<file path="src/rtl/qpll_pkg.sv">
package qpll_pkg;
    localparam int DEF_ACC_W    = 10;
    localparam int DEF_FILT_W   = 12;
    localparam int DEF_GAIN_W   = 6;
    localparam int DEF_LIMIT    = 1023;
    localparam int DEF_SHIFT    = 4;
    localparam int DEF_LOCK_TOL = 12;
    localparam int DEF_PER_W    = 16;
    localparam int LOCK_CNT_W   = 8;

    typedef logic [LOCK_CNT_W-1:0] lock_cnt_t;
endpackage

</file>
<file path="src/rtl/qpll_nco.sv">
module qpll_nco #(
    parameter int ACC_W = qpll_pkg::DEF_ACC_W
) (
    input  logic             clk,
    input  logic             rst_n,
    input  logic [ACC_W-1:0] inc,
    output logic             sw,
    output logic             quad
);
    typedef struct packed {
        logic [ACC_W-1:0] acc;
        logic             ph_lead;
        logic             ph_main;
    } nco_t;

    nco_t             st_d, st_q;
    logic [ACC_W:0]   sum;
    logic             carry;

    always_comb begin
        st_d     = st_q;
        sum      = {1'b0, st_q.acc} + {1'b0, inc};
        carry    = sum[ACC_W];
        st_d.acc = sum[ACC_W-1:0];
        // quarter-step Johnson pair: lead takes inverted main, main takes lead
        if (carry) begin
            st_d.ph_lead = ~st_q.ph_main;
            st_d.ph_main = st_q.ph_lead;
        end
    end

    always_ff @(posedge clk or negedge rst_n) begin
        if (!rst_n) st_q <= '0;
        else        st_q <= st_d;
    end

    assign sw   = st_q.ph_main;
    assign quad = st_q.ph_lead;

    // each overflow moves exactly one divider stage
    a_r4_one_stage_moves: assert property (@(posedge clk) disable iff (!rst_n)
        carry |=> ($countones({st_q.ph_lead, st_q.ph_main} ^
                              $past({st_q.ph_lead, st_q.ph_main})) == 1));
    // no movement without an overflow
    a_r4_hold_between: assert property (@(posedge clk) disable iff (!rst_n)
        !carry |=> $stable({st_q.ph_lead, st_q.ph_main}));
endmodule

</file>
<file path="src/rtl/qpll_loop_filter.sv">
module qpll_loop_filter #(
    parameter int ACC_W  = qpll_pkg::DEF_ACC_W,
    parameter int FILT_W = qpll_pkg::DEF_FILT_W,
    parameter int GAIN_W = qpll_pkg::DEF_GAIN_W,
    parameter int LIMIT  = qpll_pkg::DEF_LIMIT,
    parameter int SHIFT  = qpll_pkg::DEF_SHIFT
) (
    input  logic              clk,
    input  logic              rst_n,
    input  logic              res_sq,
    input  logic              sw,
    input  logic [ACC_W-1:0]  nom_inc,
    input  logic [GAIN_W-1:0] gain,
    output logic              pd,
    output logic [ACC_W-1:0]  tune
);
    localparam int IW    = FILT_W + 1;
    localparam int SUM_W = ((FILT_W > ACC_W) ? FILT_W : ACC_W) + 2;
    localparam logic signed [IW-1:0]    LIM_HI   = IW'(LIMIT);
    localparam logic signed [IW-1:0]    LIM_LO   = -LIM_HI;
    localparam logic signed [SUM_W-1:0] TUNE_MAX = SUM_W'((1 << ACC_W) - 1);
    localparam logic signed [SUM_W-1:0] TUNE_MIN = SUM_W'(1);

    typedef struct packed {
        logic                     s1;
        logic                     s2;
        logic signed [FILT_W-1:0] integ;
    } filt_t;

    filt_t                    st_d, st_q;
    logic signed [IW-1:0]     step, cur, nxt;
    logic signed [SUM_W-1:0]  offs, tsum;
    logic signed [FILT_W-1:0] integ_q;

    assign integ_q = st_q.integ;

    always_comb begin
        st_d    = st_q;
        st_d.s1 = res_sq;
        st_d.s2 = st_q.s1;
        pd      = sw ^ st_q.s2;
        step    = $signed(IW'(gain));
        cur     = IW'(integ_q);
        nxt     = pd ? (cur + step) : (cur - step);
        if (nxt > LIM_HI)      nxt = LIM_HI;
        else if (nxt < LIM_LO) nxt = LIM_LO;
        st_d.integ = FILT_W'(nxt);
        offs = SUM_W'(integ_q >>> SHIFT);
        tsum = $signed(SUM_W'(nom_inc)) + offs;
        if (tsum > TUNE_MAX)      tsum = TUNE_MAX;
        else if (tsum < TUNE_MIN) tsum = TUNE_MIN;
        tune = tsum[ACC_W-1:0];
    end

    always_ff @(posedge clk or negedge rst_n) begin
        if (!rst_n) st_q <= '0;
        else        st_q <= st_d;
    end

    // integrator never leaves its window
    a_r6_integ_bounded: assert property (@(posedge clk) disable iff (!rst_n)
        (integ_q <= $signed(FILT_W'(LIMIT))) && (integ_q >= -$signed(FILT_W'(LIMIT))));
    // a high comparison never lowers the integrator
    a_r5_up_when_high: assert property (@(posedge clk) disable iff (!rst_n)
        pd |=> (integ_q >= $past(integ_q)));
    // a low comparison never raises it
    a_r5_down_when_low: assert property (@(posedge clk) disable iff (!rst_n)
        !pd |=> (integ_q <= $past(integ_q)));
endmodule

</file>
<file path="src/rtl/qpll_lock_det.sv">
module qpll_lock_det #(
    parameter int PER_W = qpll_pkg::DEF_PER_W,
    parameter int TOL   = qpll_pkg::DEF_LOCK_TOL,
    parameter int CNT_W = qpll_pkg::LOCK_CNT_W
) (
    input  logic             clk,
    input  logic             rst_n,
    input  logic             sw,
    input  logic             pd,
    input  logic [CNT_W-1:0] need,
    output logic             locked
);
    localparam int DW = PER_W + 2;
    localparam logic [PER_W-1:0]     PER_MAX = '1;
    localparam logic [CNT_W-1:0]     CNT_MAX = '1;
    localparam logic signed [DW-1:0] TOL_V   = DW'(TOL);

    typedef struct packed {
        logic             sw_prev;
        logic [PER_W-1:0] per;
        logic [PER_W-1:0] hi;
        logic [CNT_W-1:0] good;
        logic             locked;
    } lock_t;

    lock_t                st_d, st_q;
    logic                 rise, in_tol, locked_q;
    logic signed [DW-1:0] diff, mag;

    assign locked_q = st_q.locked;

    always_comb begin
        st_d         = st_q;
        st_d.sw_prev = sw;
        rise   = sw & ~st_q.sw_prev;
        diff   = $signed({1'b0, st_q.hi, 1'b0}) - $signed({2'b00, st_q.per});
        mag    = (diff < 0) ? -diff : diff;
        in_tol = (mag <= TOL_V) && (st_q.per != PER_MAX) && (st_q.per != '0);
        if (rise) begin
            st_d.per = PER_W'(1);
            st_d.hi  = PER_W'(pd);
            if (in_tol) begin
                if (st_q.good != CNT_MAX) st_d.good = st_q.good + CNT_W'(1);
                st_d.locked = ({1'b0, st_q.good} + (CNT_W+1)'(1)) >= {1'b0, need};
            end else begin
                st_d.good   = '0;
                st_d.locked = 1'b0;
            end
        end else begin
            if (st_q.per != PER_MAX)      st_d.per = st_q.per + PER_W'(1);
            if (pd && st_q.hi != PER_MAX) st_d.hi  = st_q.hi + PER_W'(1);
        end
    end

    always_ff @(posedge clk or negedge rst_n) begin
        if (!rst_n) st_q <= '0;
        else        st_q <= st_d;
    end

    assign locked = locked_q;

    // lock state moves only right after a drive rising edge
    a_r7_lock_on_edge: assert property (@(posedge clk) disable iff (!rst_n)
        !rise |=> $stable(locked_q));
endmodule

</file>
<file path="src/rtl/qpll_gate_drive.sv">
module qpll_gate_drive #(
    parameter int ACC_W    = qpll_pkg::DEF_ACC_W,
    parameter int FILT_W   = qpll_pkg::DEF_FILT_W,
    parameter int GAIN_W   = qpll_pkg::DEF_GAIN_W,
    parameter int LIMIT    = qpll_pkg::DEF_LIMIT,
    parameter int SHIFT    = qpll_pkg::DEF_SHIFT,
    parameter int LOCK_TOL = qpll_pkg::DEF_LOCK_TOL,
    parameter int PER_W    = qpll_pkg::DEF_PER_W
) (
    input  logic                            clk,
    input  logic                            rst_n,
    input  logic [ACC_W-1:0]                nom_inc,
    input  logic [GAIN_W-1:0]               loop_gain,
    input  logic [qpll_pkg::LOCK_CNT_W-1:0] lock_periods,
    input  logic                            res_sq,
    output logic                            gate_a,
    output logic                            gate_b,
    output logic                            quad_out,
    output logic [ACC_W-1:0]                tune_word,
    output logic                            locked
);
    logic sw, quad, pd;
    logic [ACC_W-1:0] tune;

    qpll_nco #(.ACC_W(ACC_W)) u_nco (
        .clk  (clk),
        .rst_n(rst_n),
        .inc  (tune),
        .sw   (sw),
        .quad (quad)
    );

    qpll_loop_filter #(
        .ACC_W (ACC_W),
        .FILT_W(FILT_W),
        .GAIN_W(GAIN_W),
        .LIMIT (LIMIT),
        .SHIFT (SHIFT)
    ) u_filt (
        .clk    (clk),
        .rst_n  (rst_n),
        .res_sq (res_sq),
        .sw     (sw),
        .nom_inc(nom_inc),
        .gain   (loop_gain),
        .pd     (pd),
        .tune   (tune)
    );

    qpll_lock_det #(
        .PER_W(PER_W),
        .TOL  (LOCK_TOL),
        .CNT_W(qpll_pkg::LOCK_CNT_W)
    ) u_lock (
        .clk   (clk),
        .rst_n (rst_n),
        .sw    (sw),
        .pd    (pd),
        .need  (lock_periods),
        .locked(locked)
    );

    assign gate_a    = sw;
    assign gate_b    = ~sw;
    assign quad_out  = quad;
    assign tune_word = tune;

    // the leading copy is already high whenever the main drive rises
    a_r4_lead_before_main: assert property (@(posedge clk) disable iff (!rst_n)
        $rose(gate_a) |-> quad_out);
endmodule

</file>
<file path="config.mk">
export PLATFORM = sky130hd
export DESIGN_NAME = qpll_gate_drive
export DESIGN_NICKNAME = d
export VERILOG_FILES = /design/src/rtl/qpll_pkg.sv /design/src/rtl/qpll_nco.sv /design/src/rtl/qpll_loop_filter.sv /design/src/rtl/qpll_lock_det.sv /design/src/rtl/qpll_gate_drive.sv
export SDC_FILE = /design/constraint.sdc
export NUM_CORES = 1
export LEC_CHECK = 0
export ABC_CLOCK_PERIOD_IN_PS = 8570
export BUFFER_PORTS_ARGS = -buffer_cell sky130_fd_sc_hd__buf_4
export CELL_PAD_IN_SITES_DETAIL_PLACEMENT = 1
export CELL_PAD_IN_SITES_GLOBAL_PLACEMENT = 2
export CORE_MARGIN = 5
export CORE_UTILIZATION = 25
export CTS_CLUSTER_DIAMETER = 120
export DETAILED_ROUTE_END_ITERATION = 10
export MAX_ROUTING_LAYER = met4
export PLACE_DENSITY_LB_ADDON = 0.1
export SLEW_MARGIN = 20
export SYNTH_ARGS = -nofsm -noshare
export SYNTH_HDL_FRONTEND = slang
export SYNTH_HIERARCHICAL = 1
export SYNTH_SLANG_ARGS = --single-unit
</file>
<file path="constraint.sdc">
create_clock -name clk -period 8.57 [get_ports clk]
set_input_delay 0.4285 -clock clk [delete_from_list [all_inputs] [get_ports clk]]
set_output_delay 0.4285 -clock clk [all_outputs]
set_load 0.02 [all_outputs]
</file>
-- Yosys cells after proc, flatten, opt, wreduce, memory -nomap -nowiden
Cells that the tools add are included.
- output and inout bits: 14
- bits of input ports: 27
- memories: 0
- bits in registers: 68
- ROM bits: 0
- RAM bits: 0
- bits in latches: 0
- word-level logic and storage cells: 54
- $mul: 0
- $lt $le $gt $ge: 7
- eq/ne operators: 4
- muxes and demuxes: 11
- reductions and logical operators: 7
- div/mod/pow operators: 0
- bitwise gates (word level): 4
- shifts and indexed selects: 0
- add/sub/neg operators: 10
- operators with widths (kind ; count):
    $add A16 B1 Y16 const B ; 2
    $mux W16 ; 2
    $mux W32 ; 1
    $ne A16 B16 Y1 const B ; 2
    $mux W12 ; 2
    $mux W10 ; 2
    $le A18 B5 Y1 const B ; 1
    $lt A18 B1 Y1 const B ; 1
    $mux W18 ; 1
    $neg A18 Y18 ; 1
    $sub A17 B16 Y18 ; 1
    $reduce_bool A16 Y1 ; 1
    $add A12 B7 Y13 ; 1
    $gt A13 B11 Y1 const B ; 1
    $lt A13 B11 Y1 const B ; 1
    $mux W13 ; 1
    $sub A12 B7 Y13 ; 1
    $add A11 B8 Y12 ; 1
    $gt A12 B11 Y1 const B ; 1
    $lt A12 B2 Y1 const B ; 1
    $add A10 B10 Y11 ; 1
    $add A8 B1 Y9 const B ; 1
    $ge A9 B8 Y1 ; 1
    $mux W9 ; 1
    other kinds (10) ; 14

-- Logic depth before layout (Yosys ltp)
- depth after elaboration: 8
- mapped depth: 19
- depth with buffers taken out: 18

-- Modules after synthesis
The synthesis kept the hierarchy.
- modules (own cells, without submodules) (module ; instances ; area an instance (µm²) ; cells each):
    qpll_lock_det ; 1 ; 3833.7 ; 469
    qpll_loop_filter ; 1 ; 1885.6 ; 229
    qpll_nco ; 1 ; 792.0 ; 76
    qpll_gate_drive ; 1 ; 3.8 ; 1

-- Worst setup path after synthesis
No wires, ideal clock.
- path type: input to register
- start: input nom_inc[0]
- end: register u_nco.st_q, in the netlist u_nco/sw
- arrival: 4.133 ns
- data required time: 8.440 ns
- setup time: 0.130 ns
- stages: 17
- path buffers: 0
- path slack: 4.307 ns
- cell sequence: ha_1 fa_1 a211oi_1 nor2_1 o21ai_0 a21bo_2 nand2_1 or4b_2 o211ai_1 ha_1 inv_1 fa_1 nand2b_1 a21o_1 a31oi_1 or4b_2 nand3_1
- longest elaborated chain between the ends: 5
- elaborated cells on any way between the ends: 6
- those cells by class: add/sub (2); order compare (2); mux (2)
- ends and longest elaborated chain (item ; line ; RTL):
    from (decl) ; qpll_gate_drive.sv:12 ; input logic [ACC_W-1:0] nom_inc,
    $add A11 B8 Y12 * ; qpll_loop_filter.sv:49 ; tsum = $signed(SUM_W'(nom_inc)) + offs;
    $lt A12 B2 Y1 ; qpll_loop_filter.sv:51 ; else if (tsum < TUNE_MIN) tsum = TUNE_MIN;
    $mux W10 ; qpll_loop_filter.sv:51 ;
    $mux W10 * ; qpll_loop_filter.sv:50 ; if (tsum > TUNE_MAX) tsum = TUNE_MAX;
    net tune_word[0] ; qpll_gate_drive.sv:19 ; output logic [ACC_W-1:0] tune_word,
    $add A10 B10 Y11 * ; qpll_nco.sv:22 ; sum = {1'b0, st_q.acc} + {1'b0, inc};
    to (signal assigned) ; qpll_nco.sv:34 ; else st_q <= st_d;
    to (decl) ; qpll_nco.sv:16 ; nco_t st_d, st_q;
Mark *: on every way through the listed nets, which the timed path passes. The rest lies on a longest branch.
A chain may end at the register's enable or synchronous reset.

-- Final worst setup path
- start: register u_lock/st_q[28] (netlist name)
- end: register u_lock/st_q[6] (netlist name)
- longest elaborated chain between the ends: 8
- elaborated cells on any way between the ends: 12
- those cells by class: add/sub (2); order compare (2); eq/ne (2); mux (2); reduce/logical (4)
- ends and longest elaborated chain (item ; line ; RTL):
    from (decl) ; qpll_lock_det.sv:26 ; lock_t st_d, st_q;
    from (signal assigned) ; qpll_lock_det.sv:57 ; else st_q <= st_d;
    $sub A17 B16 Y18 ; qpll_lock_det.sv:36 ; diff = $signed({1'b0, st_q.hi, 1'b0}) - $signed({2'b00, st_q.per});
    $neg A18 Y18 or $lt A18 B1 Y1 (tied branches) ; qpll_lock_det.sv:37 ; mag = (diff < 0) ? -diff : diff;
    $mux W18 ; qpll_lock_det.sv:37 ;
    $le A18 B5 Y1 ; qpll_lock_det.sv:38 ; in_tol = (mag <= TOL_V) && (st_q.per != PER_MAX) && (st_q.per != '0);
    $logic_and A1 B1 Y1 ; qpll_lock_det.sv:38 ;
    $logic_and A1 B1 Y1 * ; qpll_lock_det.sv:38 ;
    $ne A2 B2 Y1 (no source line) ; - ;
    $reduce_and A2 Y1 (no source line) ; - ;
Every way passes the cells marked *; elsewhere a longest branch is shown, timed or not.

==> results.cfg <==
[critical_path]
r2r_start = u_lock/st_q[28]
regToRegEndpoint = u_lock/st_q[6]
reg2regPathDepth = 13
cp.arrival_ps = 4710
r2r_slack_ps = 4120
required_ps = 8830
setup.worst_path.class = flip-flop to flip-flop
cp-endpoint = u_lock/st_q[6]
end_kind = flip-flop
crit_start = u_lock/st_q[28]
cp_max_fo = 11
cp-start-kind = flip-flop

[clock_network]
htree_levels = 3
cts_sinks = 68
post_cts_buffers = 0
cts_made_buffers = 9
clkSlewWorstSetupHoldPaths_ps = 60
cts_root_buf = clkbuf_16
cts_max_path_buffers = 2
clk_latency_ps = 350
cts_tree = yes
hold_buffers = 0
post_cts_resized = 0

[logic_synthesis]
syn_inst = 775
syn_nets = 869
synthFlopType = dfrtp_1
yosys_warnings = 6
yosysTopAreaCell = dfrtp_1
synth_most_common_cell = nor2_1
ys_seq_area_frac = 0.2612
synth-seq-cells = 68
synth_cell_types = 89
async_reset_ff_frac = 1.000
avgSynthCellArea_um2 = 8.406
yosys.area.top_type_share = 0.2612
netlist_area_um2 = 6515
yosys-top-cells-area = dfrtp_1, ha_1, xnor2_1
synth.top_cells.by_count = nor2_1, dfrtp_1, ha_1, nand2_1, inv_1
synth_edf_count = 0

[floorplan]
row_count = 59
io_pins = 41
die-area_um2 = 29390
fp.dieW_um = 171.4
start_util = 0.2522
die_y_um = 171.4
core_um2 = 25840

[global_routing]
grt_use_met1 = 0.1742
grt_pass1_wl_mm = 32.10
grt_usage = 0.1392
use_met2 = 0.2385
grt_pass1_vias = 6178
grt_max_degree = 69
antenna_found_initial = 0
grt_busiest_layer = met2
grt-ovfl-total = 0
gr-usage-met3 = 0.01977

[status]
status = finished, final reports clean

[route]
dr.pass1.iters = 4
drc = 0
vias = 5774
final_antenna_net_count = 0
wl_per_cell_um = 16.56
via_per_inst = 5.012
drt_iter0_markers = 300
routed_wl_mm = 19.08

[sta]
tightest_slew_ps = 1003
fin_skew_ps = 15.78
hold_ws_ps = 59.18
slew_headroom = 0.3226
finalWorstPathRequiredPeriod_ps = 4452
setup_tns_ps = 0
setup_violations = 0
rsz0062_at_grt = no
finalHoldViolations = 0
slew_violations = 0
post-route-period-util = 0.5194
max_freq_ghz = 0.2246

[placement]
hpwl_mm = 15.23
gp_congestion = 0.7713
port-buffer-count = 40
post-place-cells = 1135

[layout]
nFillCells = 3071
layoutNonFillerInstCount = 1152
syn2layout_area_growth_pct = 15.10
drive_gt1_frac = 0.1297
antenna_cells = 0
finalNetCount = 906

[job]
cap_viol_max_count = 0

[worst_hold_path]
hold_class = input port to asynchronous set/reset pin
-- kinds of logic after synthesis --
family / count (synthesis) / synth area share
compound gates: 198 / 0.2164
xor+xnor: 72 / 0.09910
fa+ha+maj: 67 / 0.1333
buf+inv: 68 / 0.04071
flops: 68 / 0.2612
mux: 6 / 0.009411
simple gates: 296 / 0.2399
-- metrics by stage --
stage | setup WS (ps) | cell area (um2) | util
finish | 4118 | 7498 | 0.2902
global route | 3720 | 7498 | 0.2902
CTS | 4029 | 7478 | 0.2894
detailed placement | 4022 | 7178 | 0.2778
global placement | 4078 | 7178 | 0.2778
floorplan | 4307 | 6515 | -
-- area by class of cell --
class                           count  area, um2  share of cell area
Clock buffer                        9      225.2             0.03004
Clock inverter                      7      75.07             0.01001
Inverter                           51      191.4             0.02553
Multi-Input combinational cell    639       4551              0.6069
Sequential cell                    68       1702              0.2269
Tap cell                          335      419.2             0.05590
Timing Repair Buffer               43      335.3             0.04472
-- registers in the layout, indices dropped and copies added, names as in the netlist --
| name | flops |
|---|---|
| u_lock/st_q | 41 |
| u_filt/integ_q | 12 |
| u_nco/st_q | 10 |
| u_filt/st_d | 1 |
| u_filt/st_q | 1 |
| u_lock/locked | 1 |
| u_nco/quad | 1 |
| u_nco/sw | 1 |
-- worst min-delay path by stage --
stage | to | cells after the start | startpoint
2_1_floorplan | u_filt/integ_q[0] | 0 | rst_n
3_3_place_gp | u_filt/st_q[12] | 0 | u_filt/st_d[12]
3_5_place_dp | u_filt/st_q[12] | 0 | u_filt/st_d[12]
4_1_cts | u_filt/st_d[12] | 1 | res_sq
5_1_grt | u_lock/st_q[18] | 1 | rst_n
6_report | u_lock/st_q[17] | 1 | rst_n
-- layout by cell type (no fill, tap or decap), types with 3 or more instances in the layout --
cell type	count
or3_1	10
o211ai_1	7
and3_1	16
nand3_1	33
a211oi_1	7
or4b_2	3
inv_1	50
o21ai_1	8
a31oi_1	16
xnor2_1	36
dfrtp_1	68
o31ai_1	3
buf_4	42
nor2_1	80
nor2b_1	7
nand4_1	11
nor3_1	24
nand2_1	57
o21a_1	6
a21oi_1	42
o21ai_0	43
and2_1	5
mux2i_1	5
a211oi_2	5
nand3b_1	3
clkbuf_16	9
nand2b_1	12
clkinvlp_4	3
a21o_1	12
fa_1	4
a211o_1	6
ha_1	63
nor4_1	9
xor2_1	34
-- critical path, cell delays in order (launching register included) --
cell,delay [ps]
dfrtp_1,430
inv_1,80
ha_1,460
o21ai_1,160
a211oi_2,420
o21ai_1,160
a41oi_1,850
nand2_1,90
or3_1,340
nor4_1,190
o311ai_1,170
a2111oi_4,520
nand3_4,210
a211oi_2,280
-- per-layer routing --
layer  share of wire  vias up
met5               0        -
met4           0.013        0
met3           0.020       15
met2            0.50       44
met1            0.47     2824
li1                -     2891
Power is not shown: default switching activity piles up to over one toggle a cycle in this logic, so the estimate is an artifact.
